File: src/rtl/irq_pkg.sv
package irq_pkg;
  // Fixed vector roles
  localparam int NMI_VEC       = 1;  // hardware error, bypasses mask and enable
  localparam int SYNC_LAST_VEC = 5;  // 0..5 come from the running instruction
  localparam int SWI_VEC       = 6;  // first vector gated by global enable
endpackage

File: src/rtl/irq_qualify.sv
module irq_qualify #(
  parameter int NUM_SRC = 32
) (
  input  logic [NUM_SRC-1:0] req_i,
  input  logic [NUM_SRC-1:0] mask_i,
  input  logic               gie_i,
  input  logic               nmi_prev_i,
  output logic [NUM_SRC-1:0] elig_o
);
  import irq_pkg::*;

  // the hardware-error vector has no use for its mask bit
  logic unused_nmi_mask;
  assign unused_nmi_mask = mask_i[NMI_VEC];

  for (genvar i = 0; i < NUM_SRC; i++) begin : g_src
    if (i == NMI_VEC) begin : g_nmi
      assign elig_o[i] = req_i[i] & ~nmi_prev_i;
    end else if (i <= SYNC_LAST_VEC) begin : g_sync
      assign elig_o[i] = req_i[i] & mask_i[i];
    end else begin : g_async
      assign elig_o[i] = req_i[i] & mask_i[i] & gie_i;
    end
  end
endmodule

File: src/rtl/irq_prio.sv
module irq_prio #(
  parameter int NUM_SRC = 32,
  parameter int VEC_W   = 5
) (
  input  logic [NUM_SRC-1:0] elig_i,
  output logic               any_o,
  output logic [VEC_W-1:0]   idx_o,
  output logic [NUM_SRC-1:0] grant_o
);
  // index: scan from the top so the lowest set bit is written last
  always_comb begin
    idx_o = '0;
    for (int i = NUM_SRC - 1; i >= 0; i--) begin
      if (elig_i[i]) idx_o = VEC_W'(i);
    end
  end

  assign any_o   = |elig_i;
  // isolate lowest set bit
  assign grant_o = elig_i & (~elig_i + NUM_SRC'(1));


  always_comb begin
    if (any_o) begin
      lowest_grant_chk: assert (grant_o == (NUM_SRC'(1) << idx_o));
    end else begin
      idle_grant_chk: assert (grant_o == '0);
    end
  end
endmodule

File: src/rtl/irq_state.sv
module irq_state #(
  parameter int                 NUM_SRC  = 32,
  parameter logic [NUM_SRC-1:0] MASK_RST = '1
) (
  input  logic               clk,
  input  logic               rst,
  input  logic               mask_wr_i,
  input  logic [NUM_SRC-1:0] mask_wdata_i,
  input  logic               gie_set_i,
  input  logic               gie_clr_i,
  input  logic               acc_i,
  input  logic [NUM_SRC-1:0] grant_i,
  output logic [NUM_SRC-1:0] mask_o,
  output logic               gie_o
);
  logic [NUM_SRC-1:0] mask_q, mask_d;
  logic               gie_q, gie_d;

  always_comb begin
    mask_d = mask_wr_i ? mask_wdata_i : mask_q;
    mask_d = mask_d & ~grant_i;
    gie_d  = gie_q;
    if (gie_set_i) gie_d = 1'b1;
    if (gie_clr_i) gie_d = 1'b0;
    if (acc_i)     gie_d = 1'b0;
  end

  always_ff @(posedge clk) begin
    if (rst) begin
      mask_q <= MASK_RST;
      gie_q  <= 1'b0;
    end else begin
      mask_q <= mask_d;
      gie_q  <= gie_d;
    end
  end

  assign mask_o = mask_q;
  assign gie_o  = gie_q;


  mask_load_chk: assert property (@(posedge clk) disable iff (rst)
    (!$past(rst) && $past(mask_wr_i)) |->
      ((mask_q & ~$past(grant_i)) == ($past(mask_wdata_i) & ~$past(grant_i))));

  mask_autoclr_chk: assert property (@(posedge clk) disable iff (rst)
    (!$past(rst) && $past(acc_i)) |-> ((mask_q & $past(grant_i)) == '0));

  gie_autoclr_chk: assert property (@(posedge clk) disable iff (rst)
    (!$past(rst) && $past(acc_i)) |-> !gie_q);

  gie_clr_chk: assert property (@(posedge clk) disable iff (rst)
    (!$past(rst) && $past(gie_clr_i)) |-> !gie_q);
endmodule

File: src/rtl/vec_irq_ctrl.sv
module vec_irq_ctrl #(
  parameter int                NUM_SRC    = 32,
  parameter int                ADDR_W     = 32,
  parameter logic [ADDR_W-1:0] TABLE_BASE = 'h0000_0100,
  parameter logic [NUM_SRC-1:0] MASK_RST  = '1
) (
  input  logic                       clk,
  input  logic                       rst,
  input  logic [NUM_SRC-1:0]         req_i,
  input  logic                       mask_wr_i,
  input  logic [NUM_SRC-1:0]         mask_wdata_i,
  input  logic                       gie_set_i,
  input  logic                       gie_clr_i,
  output logic                       take_o,
  output logic [$clog2(NUM_SRC)-1:0] vec_o,
  output logic [ADDR_W-1:0]          handler_addr_o,
  output logic [NUM_SRC-1:0]         mask_o,
  output logic                       gie_o
);
  import irq_pkg::*;

  localparam int VEC_W = $clog2(NUM_SRC);

  logic [NUM_SRC-1:0] mask_q;
  logic               gie_q;
  logic               nmi_prev_q;
  logic [NUM_SRC-1:0] elig;
  logic [NUM_SRC-1:0] grant;
  logic               win_any;
  logic [VEC_W-1:0]   win_idx;

  logic               take_q;
  logic [VEC_W-1:0]   vec_q;
  logic [ADDR_W-1:0]  addr_q;

  irq_qualify #(.NUM_SRC(NUM_SRC)) u_qual (
    .req_i      (req_i),
    .mask_i     (mask_q),
    .gie_i      (gie_q),
    .nmi_prev_i (nmi_prev_q),
    .elig_o     (elig)
  );

  irq_prio #(.NUM_SRC(NUM_SRC), .VEC_W(VEC_W)) u_prio (
    .elig_i  (elig),
    .any_o   (win_any),
    .idx_o   (win_idx),
    .grant_o (grant)
  );

  irq_state #(.NUM_SRC(NUM_SRC), .MASK_RST(MASK_RST)) u_state (
    .clk          (clk),
    .rst          (rst),
    .mask_wr_i    (mask_wr_i),
    .mask_wdata_i (mask_wdata_i),
    .gie_set_i    (gie_set_i),
    .gie_clr_i    (gie_clr_i),
    .acc_i        (win_any),
    .grant_i      (grant),
    .mask_o       (mask_q),
    .gie_o        (gie_q)
  );

  always_ff @(posedge clk) begin
    if (rst) begin
      nmi_prev_q <= 1'b0;
      take_q     <= 1'b0;
      vec_q      <= '0;
      addr_q     <= '0;
    end else begin
      nmi_prev_q <= req_i[NMI_VEC];
      take_q     <= win_any;
      if (win_any) begin
        vec_q  <= win_idx;
        addr_q <= TABLE_BASE + (ADDR_W'(win_idx) << 2);
      end
    end
  end

  assign take_o         = take_q;
  assign vec_o          = vec_q;
  assign handler_addr_o = addr_q;
  assign mask_o         = mask_q;
  assign gie_o          = gie_q;


  take_gie_low_chk: assert property (@(posedge clk) disable iff (rst)
    take_q |-> !gie_q);

  take_mask_low_chk: assert property (@(posedge clk) disable iff (rst)
    (take_q && (int'(vec_q) != NMI_VEC)) |-> !mask_q[vec_q]);

  async_needs_gie_chk: assert property (@(posedge clk) disable iff (rst)
    (!$past(rst) && take_q && (int'(vec_q) >= SWI_VEC)) |-> $past(gie_q));

  nmi_once_chk: assert property (@(posedge clk) disable iff (rst)
    (take_q && (int'(vec_q) == NMI_VEC)) |=> !(take_q && (int'(vec_q) == NMI_VEC)));

  slot_addr_chk: assert property (@(posedge clk) disable iff (rst)
    take_q |-> (addr_q == TABLE_BASE + (ADDR_W'(vec_q) << 2)));
endmodule

File: config.mk
export PLATFORM = sky130hd
export DESIGN_NAME = vec_irq_ctrl
export DESIGN_NICKNAME = d
export VERILOG_FILES = /design/src/rtl/irq_pkg.sv /design/src/rtl/irq_qualify.sv /design/src/rtl/irq_prio.sv /design/src/rtl/irq_state.sv /design/src/rtl/vec_irq_ctrl.sv
export SDC_FILE = /design/constraint.sdc
export NUM_CORES = 1
export LEC_CHECK = 0
export CELL_PAD_IN_SITES_DETAIL_PLACEMENT = 2
export CELL_PAD_IN_SITES_GLOBAL_PLACEMENT = 2
export CORE_MARGIN = 3
export CORE_UTILIZATION = 34
export DETAILED_ROUTE_END_ITERATION = 8
export DONT_BUFFER_PORTS = 1
export GPL_TIMING_DRIVEN = 0
export PLACE_DENSITY_LB_ADDON = 0.1
export RECOVER_POWER = 25
export SLEW_MARGIN = 20
export SYNTH_ARGS = -nofsm -noshare
export SYNTH_HDL_FRONTEND = slang
export SYNTH_SLANG_ARGS = --single-unit
File: constraint.sdc
create_clock -name clk -period 2 [get_ports clk]
set_input_delay 0.4 -clock clk [delete_from_list [all_inputs] [get_ports clk]]
set_output_delay 0.4 -clock clk [all_outputs]
set_load 0.1 [all_outputs]
Word level (Yosys, flattened, before mapping)
Index checks and enable logic that the tools add are counted.
{"block": "word_totals", "regBits": 72, "inputBits": 69, "word_cells": 106}
{"block": "classes", "add_sub_neg": 2, "n_mux": 33, "bitwise": 63, "reduce_logical": 2}
{"cell": "$mux W5", "n": 32}
{"cell": "$and A32 B32 Y32", "n": 2}
{"cell": "$not A32 Y32", "n": 2}
{"cell": "$and A1 B1 Y1", "n": 58}
{"cell": "$reduce_or A34 Y1", "n": 1}
{"cell": "$add A32 B1 Y32 const B", "n": 1}
{"cell": "$mux W32", "n": 1}
{"cell": "$reduce_or A32 Y1", "n": 1}
{"cell": "$add A9 B7 Y10 const A", "n": 1}
{"cell": "$not A1 Y1", "n": 1}

Depth between registers and ports, before layout
Gate-level depths: netlist of run 1.
{"block": "logic_depth", "word_depth": 35, "mapped_depth": 8}

By module
A second synthesis of run 1 with hierarchy kept.
{"block": "unflattened", "hier_cells": 309, "area_unflattened_um2": 2777.7}
{"mod": "irq_state", "instances": 1, "cells_per_inst": 106, "area_per_inst_um2": 1313.8, "seq_area_each_um2": 660.6}
{"mod": "irq_prio", "instances": 1, "cells_per_inst": 114, "area_per_inst_um2": 737.0, "seq_area_each_um2": 0.0}
{"mod": "vec_irq_ctrl", "instances": 1, "cells_per_inst": 55, "area_per_inst_um2": 496.7, "seq_area_each_um2": 160.2}
{"mod": "irq_qualify", "instances": 1, "cells_per_inst": 34, "area_per_inst_um2": 230.2, "seq_area_each_um2": 0.0}

Least setup slack after synthesis of run 1
OpenSTA, ideal clock, no wires.
{"block": "synth_timing", "path_type": "register -> register", "from": "reg u_state.gie_q, in the netlist u_state.gie_o", "to": "reg vec_q[1], in the netlist vec_o[1]", "setup_time_ps": 67, "t_arrival_ps": 2230, "setup_slack_ps": -297, "stages_incl_launch_ff": 7, "n_path_buf": 1, "path_cell_list": "dfxtp_1 clkbuf_8 nand2_1 o311ai_0 a31oi_1 or3_1 a21oi_2"}
{"block": "synth_via", "elab_chain_cells": 33, "word_cells_on_any_way": 59, "cone_classes": "mux: 32; bitwise: 26; reduce/logical: 1"}
{"item": "start, declared", "line_no": "irq_state.sv:17", "source": "logic gie_q, gie_d;"}
{"item": "start signal, assigned", "line_no": "irq_state.sv:34", "source": "gie_q <= gie_d;"}
{"item": "$and A1 B1 Y1", "line_no": "irq_qualify.sv:22", "source": "assign elig_o[i] = req_i[i] & mask_i[i] & gie_i;"}
{"item": "$mux W5 (32 in a row)", "line_no": "irq_prio.sv:14", "source": "if (elig_i[i]) idx_o = VEC_W'(i);"}
{"item": "end signal, assigned", "line_no": "vec_irq_ctrl.sv:74", "source": "vec_q <= win_idx;"}
{"item": "end, declared", "line_no": "vec_irq_ctrl.sv:33", "source": "logic [VEC_W-1:0] vec_q;"}
Several ways; a longest one is shown, not always the timed one.
A chain may end at the register's enable or synchronous reset.

Worst setup path in the final report of run 1
{"block": "layout_timing", "from": "reg u_state.mask_q[23], in the netlist u_state.mask_o[23]", "to": "reg vec_q[1], in the netlist vec_o[1]"}
{"block": "layout_via", "elab_chain_cells": 26, "word_cells_on_any_way": 27, "cone_classes": "mux: 24; bitwise: 2; reduce/logical: 1"}
{"item": "start, declared", "line_no": "irq_state.sv:16", "source": "logic [NUM_SRC-1:0] mask_q, mask_d;"}
{"item": "start signal, assigned", "line_no": "irq_state.sv:33", "source": "mask_q <= mask_d;"}
{"item": "$and A1 B1 Y1 (*) (2 in a row)", "line_no": "irq_qualify.sv:22"}
{"item": "$mux W5 (24 in a row)", "line_no": "irq_prio.sv:14"}
Mark *: on every way between the ends. The rest lies on a longest branch, timed or not.

==> run_results.csv, run 1 <==
group,metric,value,unit
power,pwr-share-comb,23.4,%
placement,placed_area,3070,µm²
placement,io_buffers,0,
sta,rsz0062_at_grt,"yes",
logic_synthesis,async_flop_share,0,%
sta,slew_viol_final,0,
logic_synthesis,ys_ff_latch,41,
final_layout,stdcell_area,3470,µm²
power,ir_worst_vdd,0.360,mV
routing,routed_wl,10.6,mm
grt,grt_max_degree,14,
clock_tree,numCtsBuffers,5,
sta,period_needed,1950,ps
power,p_sw_share,43.7,%
sta,setup_viol_count_final,0,
worst_hold_path,hold_end,"u_state.gie_o",
clock_tree,clk_pin_slew_worst_paths,90,ps
power,p_leak,1.41,nW
sta,slew_headroom,34.5,%
clock_tree,cts_max_path_buffers,2,
grt,antenna_found_initial,0,
routing,routedWlPerCell,22.4,µm
logic_synthesis,ys_types,66,
routing,final_antenna_net_count,0,
job,drv_cap,0,
routing,vias,2673,
final_layout,syn_to_final_growth,23.3,%
sta,min_period_over_period,97.3,%
clock_tree,root_buffer,"clkbuf_8",
sta,clock_skew,2.47,ps
logic_synthesis,synth_top_area_share,29.2,%
setup_path,start_kind,"register",
worst_hold_path,min_from,"gie_clr_i",
floorplanning,die_h,96.9,µm
power,power.internal,1.55,mW
power,power_frac_clock,30.0,%
floorplanning,core,7890,µm²
setup_path,path_class,"reg -> reg",
setup_path,crit_path_end_kind,"register",
final_layout,final_core_util,43.9,%
power,seq_power_share,46.6,%
clock_tree,clock_latency,310,ps
sta,finalHoldViolCount,0,
final_layout,finish.net_count,439,
logic_synthesis,syn_inst,330,
placement,gp_congestion,0.852,
grt,grt_pass1_vias,2890,
floorplanning,fp.dieW,96.9,µm
routing,drc_errors,0,
setup_path,r2r_end,"vec_o[1]",
setup_path,required,2240,ps
placement,hpwlAfterDp,8.14,mm
power,p_sw,1.21,mW
setup_path,rr_worst_depth,7,
sta,fmax,514,MHz
grt,grt.overflow.total,0,
sta,worst_slew_pin_slew,982,ps
grt,grt_pass1_wl,16.4,mm
logic_synthesis,yosysTopAreaCell,"dfxtp_1",
power,power_density,796,nW/µm²
grt,gr-usage-all-layers,21.9,%
clock_tree,clock_sinks,41,
setup_path,r2r-start,"u_state.mask_o[23]",
floorplanning,num_rows,32,
logic_synthesis,syn-mean-instance-area,8.52,µm²
logic_synthesis,synthFlopType,"dfxtp_1",
routing,first_pass_iters,4,
floorplanning,start_util,35.6,%
logic_synthesis,ys_warn_count,0,
floorplanning,die-area,9390,µm²
logic_synthesis,synth_area_leaders,"dfxtp_1, buf_4, mux2i_1",
clock_tree,tritoncts,"done",
logic_synthesis,synth-seq-area-share,29.2,%
setup_path,r2r_slack,50,ps
setup_path,path_max_fanout,4,
routing,via_per_inst,5.65,
floorplanning,io_pins,140,
status,status,"finished clean",
clock_tree,cts_hold_buf,0,
logic_synthesis,synth_enable_flop_cells,0,
sta,whs,144,ps
final_layout,layout-drive-gt1-share,36.4,%
worst_hold_path,hp-class,"in -> reg",
worst_hold_path,hold_depth,1,
logic_synthesis,netlist_area,2810,µm²
final_layout,antennaDiodeCount,0,
routing,drtIter0Drc,115,
setup_path,worstPathArrival,2190,ps
clock_tree,htree_levels,2,
synthesized netlist by cell type (all sizes together) (3+ instances only):
cell type	number
a31oi	7
and3	4
a211oi	6
o22ai	3
a22o	10
mux2i	18
buf	37
nand2	42
a21oi	12
nand3	8
a41oi	4
nor3	9
nor2	20
a211o	3
and2	6
clkbuf	8
or2	6
dfxtp	41
nand4	8
o21ai	7
a21o	4
nor2b	15
a22oi	5
o21bai	15
worst max-delay path, stage by stage, from the launching register on:
cell	delay, ps
dfxtp_4	460
a22o_4	320
o41ai_4	330
buf_4	200
nand4b_4	150
nor2_4	190
nand2_2	80
a21oi_2	150
through the flow:
step | setup WS (ps) | total power [mW] | setup TNS (ps) | cells
3_3_place_gp | -344 | 1.92 | -4060 | 457
2_1_floorplan | -5.91 | 1.83 | -5.91 | 355
3_5_place_dp | -337 | 1.94 | -4610 | 457
5_1_grt | -19.3 | 2.88 | -72.0 | 473
4_1_cts | -50.2 | 2.75 | -50.2 | 467
6_report | 53.9 | 2.76 | 0 | 473
how the worst max path moves through the flow:
stage                             from                 end  cells after the start
finish              u_state.mask_o[23]            vec_o[1]                      7
global placement     u_state.mask_o[5]  u_state.mask_o[31]                      7
detailed placement   u_state.mask_o[5]  u_state.mask_o[31]                      7
floorplan            u_state.mask_o[7]            vec_o[1]                      6
CTS                  u_state.mask_o[3]  u_state.mask_o[31]                      7
global route         u_state.mask_o[3]  u_state.mask_o[14]                      7
layout make-up:
type	count	area (µm²)
buffer	45	335
clock inverter	3	65.1
fill	879	4420
multi-input combinational	268	1860
inverter	1	3.75
sequential	41	942
clock buffer	5	68.8
timing repair buffer	8	60.1
tap	102	128
layer usage:
| metal | wire, µm | track usage (%) |
|---|---|---|
| met1 | 4280 | 25.8 |
| met2 | 5370 | 38.6 |
| met3 | 857 | 8.15 |
| met4 | 73 | 3.13 |
| met5 | 0 | 0 |
cells in the final DEF, fill, tap and decap left out, types with 4 or more instances in the layout:
cell type  count
a41oi_1        4
nand4_1        7
buf_4         40
a21oi_1       11
mux2i_1       18
conb_1        26
and2_1         6
clkbuf_8       7
nor3_1         6
a31oi_1        6
nand2_1       39
or2_2          4
dfxtp_1        4
nor2b_1       15
a22oi_2        4
clkbuf_1       5
nand3_1        6
a211oi_1       6
dfxtp_2        7
o21ai_0        4
a22o_4         4
nor2_1        19
dfxtp_4       30
o21bai_1      15
power groups by stage:
stage,clock network (mW),logic [mW],registers [mW]
finish,0.827,0.646,1.29
global route,0.887,0.690,1.30
CTS,0.835,0.625,1.29
detailed placement,0,0.615,1.32
global placement,0,0.606,1.32
floorplan,0,0.532,1.30
cell families (layout without fill, tap and decap cells):
kind of cell           Yosys count  count (layout)  synth area share (%)
AOI/OAI and AO/OA               94              94                  26.7
other                            1              26                 0.133
DFF                             41              41                  29.2
muxes                           20              20                  7.21
and+or+nand+nor                128             128                  24.8
buffers and inverters           46              62                  11.9
registers in the layout, indices dropped and copies added, names as in the netlist:
register and count:
u_state.mask_o 32, vec_o 4, take_o 1, u_state.gie_o 1, handler_addr_o 2, nmi_prev_q 1
what timing repair did:
item,4_1_cts,5_1_grt
buffers inserted,2,6
endpoints found under the setup margin,31,19
gates resized for setup,42,19
pin swaps,2,11
No activity file was read; power rests on OpenSTA's default activity.
==> inputs of run 2 (changes only) <==
--- a/config.mk
+++ b/config.mk
@@ -11,7 +11,6 @@
 export CORE_UTILIZATION = 34
 export DETAILED_ROUTE_END_ITERATION = 8
 export DONT_BUFFER_PORTS = 1
-export GPL_TIMING_DRIVEN = 0
 export PLACE_DENSITY_LB_ADDON = 0.1
 export RECOVER_POWER = 25
 export SLEW_MARGIN = 20
==> run 2 against run 1 <==
Compared with the run above:
- clock skew grew 3.3 ps
- combinational power grew 52%
- global-route usage shrank 1.9 points
- largest power group is now combinational cells
==> run_results.csv, run 2 (same netlist as run 1, synthesis figures left out) <==
group,metric,value,unit
clock_tree,numCtsBuffers,5,
grt,grt_pass1_wl,15.5,mm
floorplanning,start_util,35.6,%
floorplanning,die_h,96.9,µm
routing,first_pass_iters,4,
power,p_leak,1.32,nW
setup_path,required,2200,ps
grt,antenna_found_initial,0,
routing,drc_errors,0,
status,status,"finished clean",
setup_path,r2r-start,"u_state.mask_o[9]",
clock_tree,cts_max_path_buffers,2,
grt,grt_pass1_vias,2892,
final_layout,finish.net_count,436,
power,p_sw_share,46.8,%
floorplanning,die-area,9390,µm²
final_layout,largest_register_ffs,32,
sta,rsz0062_at_grt,"no",
grt,gr-usage-all-layers,20.0,%
power,power.internal,1.31,mW
setup_path,cp_slowest_cell,"clkbuf_2",
sta,min_period_over_period,94.3,%
power,seq_power_share,36.9,%
final_layout,layout-drive-gt1-share,33.7,%
power,pwr-share-comb,39.7,%
setup_path,start_kind,"register",
routing,drtIter0Drc,84,
power,p_sw,1.16,mW
final_layout,antennaDiodeCount,0,
routing,final_antenna_net_count,0,
final_layout,final_cell_mix,"nand2_1, buf_4, dfxtp_2, conb_1, nor2_1",
grt,grtUsageMet2,35.7,%
routing,vias,2611,
routing,via_per_inst,5.56,
setup_path,slowest_delay,370,ps
grt,grt_max_degree,46,
worst_hold_path,hold_depth,1,
placement,gp_congestion,0.762,
floorplanning,io_pins,140,
final_layout,fillers,924,
clock_tree,root_buffer,"clkbuf_8",
clock_tree,htree_levels,2,
floorplanning,num_rows,32,
sta,slew_headroom,33.7,%
final_layout,final_core_util,40.3,%
routing,routed_wl,9.54,mm
sta,finalHoldViolCount,0,
placement,hpwlAfterDp,7.60,mm
setup_path,crit_chain,"clkbuf_2, and2_1, a221o_1, nand2_1, nand4_1, a32o_1",
setup_path,critPathBufInv,1,
placement,io_buffers,0,
sta,period_needed,1890,ps
floorplanning,core,7890,µm²
setup_path,r2r_end,"vec_o[0]",
setup_path,crit_path_end_kind,"register",
routing,routedWlPerCell,20.3,µm
sta,whs,153,ps
grt,use_met1,23.3,%
sta,worst_slew_pin_slew,994,ps
setup_path,r2r_slack,110,ps
clock_tree,clk_pin_slew_worst_paths,90,ps
power,power_frac_clock,23.5,%
sta,clock_skew,5.79,ps
sta,setup_viol_count_final,0,
setup_path,rr_worst_depth,6,
power,ir_worst_vdd,0.284,mV
final_layout,final_common_cell,"nand2_1",
job,drv_cap,0,
grt,top_usage_layer,"met2",
setup_path,path_class,"reg -> reg",
sta,slew_viol_final,0,
worst_hold_path,min_from,"gie_clr_i",
worst_hold_path,hp-class,"in -> reg",
clock_tree,clock_latency,300,ps
grt,grt_use_met3,6.49,%
clock_tree,clock_sinks,41,
grt,grt.overflow.total,0,
power,finalPower,2.47,mW
power,power_density,777,nW/µm²
clock_tree,tritoncts,"done",
setup_path,worstPathArrival,2080,ps
floorplanning,fp.dieW,96.9,µm
sta,fmax,530,MHz
setup_path,path_max_fanout,4,
final_layout,syn_to_final_growth,13.2,%
worst_hold_path,hold_end,"u_state.gie_o",
setup_path,crit_family,"simple AND/OR/NAND/NOR gates",
==> run 2: power by group through the flow <==
| stage | clock (mW) | combinational [mW] | sequential [mW] |
|---|---|---|---|
| after detailed placement | 0 | 0.991 | 0.931 |
| final | 0.579 | 0.979 | 0.911 |
| after CTS | 0.599 | 0.994 | 0.912 |
| after global routing | 0.634 | 1.03 | 0.918 |
| after global placement | 0 | 0.981 | 0.927 |
| after floorplan | 0 | 0.532 | 1.30 |
==> run 2: worst reg2reg max path, cell delays in order (launching register included) <==
cell and delay [ps]:
dfxtp_2 330, clkbuf_2 370, and2_1 360, a221o_1 280
nand2_1 70, nand4_1 120, a32o_1 250
==> run 2: routing by layer <==
metal | part of all wire (%) | wire (µm)
met5 | 0 | 0
met4 | 1.1 | 105
met3 | 7.3 | 696
met2 | 50 | 4810
met1 | 41 | 3930
==> run 2: layout make-up <==
| cell class | instances | area [µm²] | area share, % |
|---|---|---|---|
| Tap cell | 102 | 128 | 4.01 |
| Clock buffer | 5 | 68.8 | 2.16 |
| Inverter | 1 | 3.75 | 0.118 |
| Timing Repair Buffer | 50 | 343 | 10.8 |
| Multi-Input combinational cell | 268 | 1750 | 55.0 |
| Sequential cell | 41 | 866 | 27.2 |
| Clock inverter | 3 | 22.5 | 0.708 |
==> run 2: how the worst max path moves through the flow <==
stage               cells past startpoint               from  slack, ps                  to
floorplan                               6  u_state.mask_o[7]         -6            vec_o[1]
global placement                        7           req_i[3]         90  u_state.mask_o[20]
detailed placement                      7           req_i[5]         30  u_state.mask_o[20]
CTS                                     7  u_state.mask_o[5]        110  u_state.mask_o[20]
global route                            6  u_state.mask_o[5]          3  u_state.mask_o[31]
finish                                  6  u_state.mask_o[9]        110            vec_o[0]
==> run 2: what timing repair did <==
action	CTS	global route
hold buffers	0	0
gates resized for setup	0	1
setup endpoints to repair	0	8
buffers inserted	0	0
==> run 2: per-stage QoR <==
step	std cells	setup slack [ps]	setup TNS [ps]	cell area (µm²)
4_1_cts	470	108	0	3220
5_1_grt	470	3.33	0	3180
6_report	470	115	0	3180
3_5_place_dp	462	34.0	0	3130
3_3_place_gp	462	94.6	0	3130
2_1_floorplan	355	-5.91	-5.91	2940
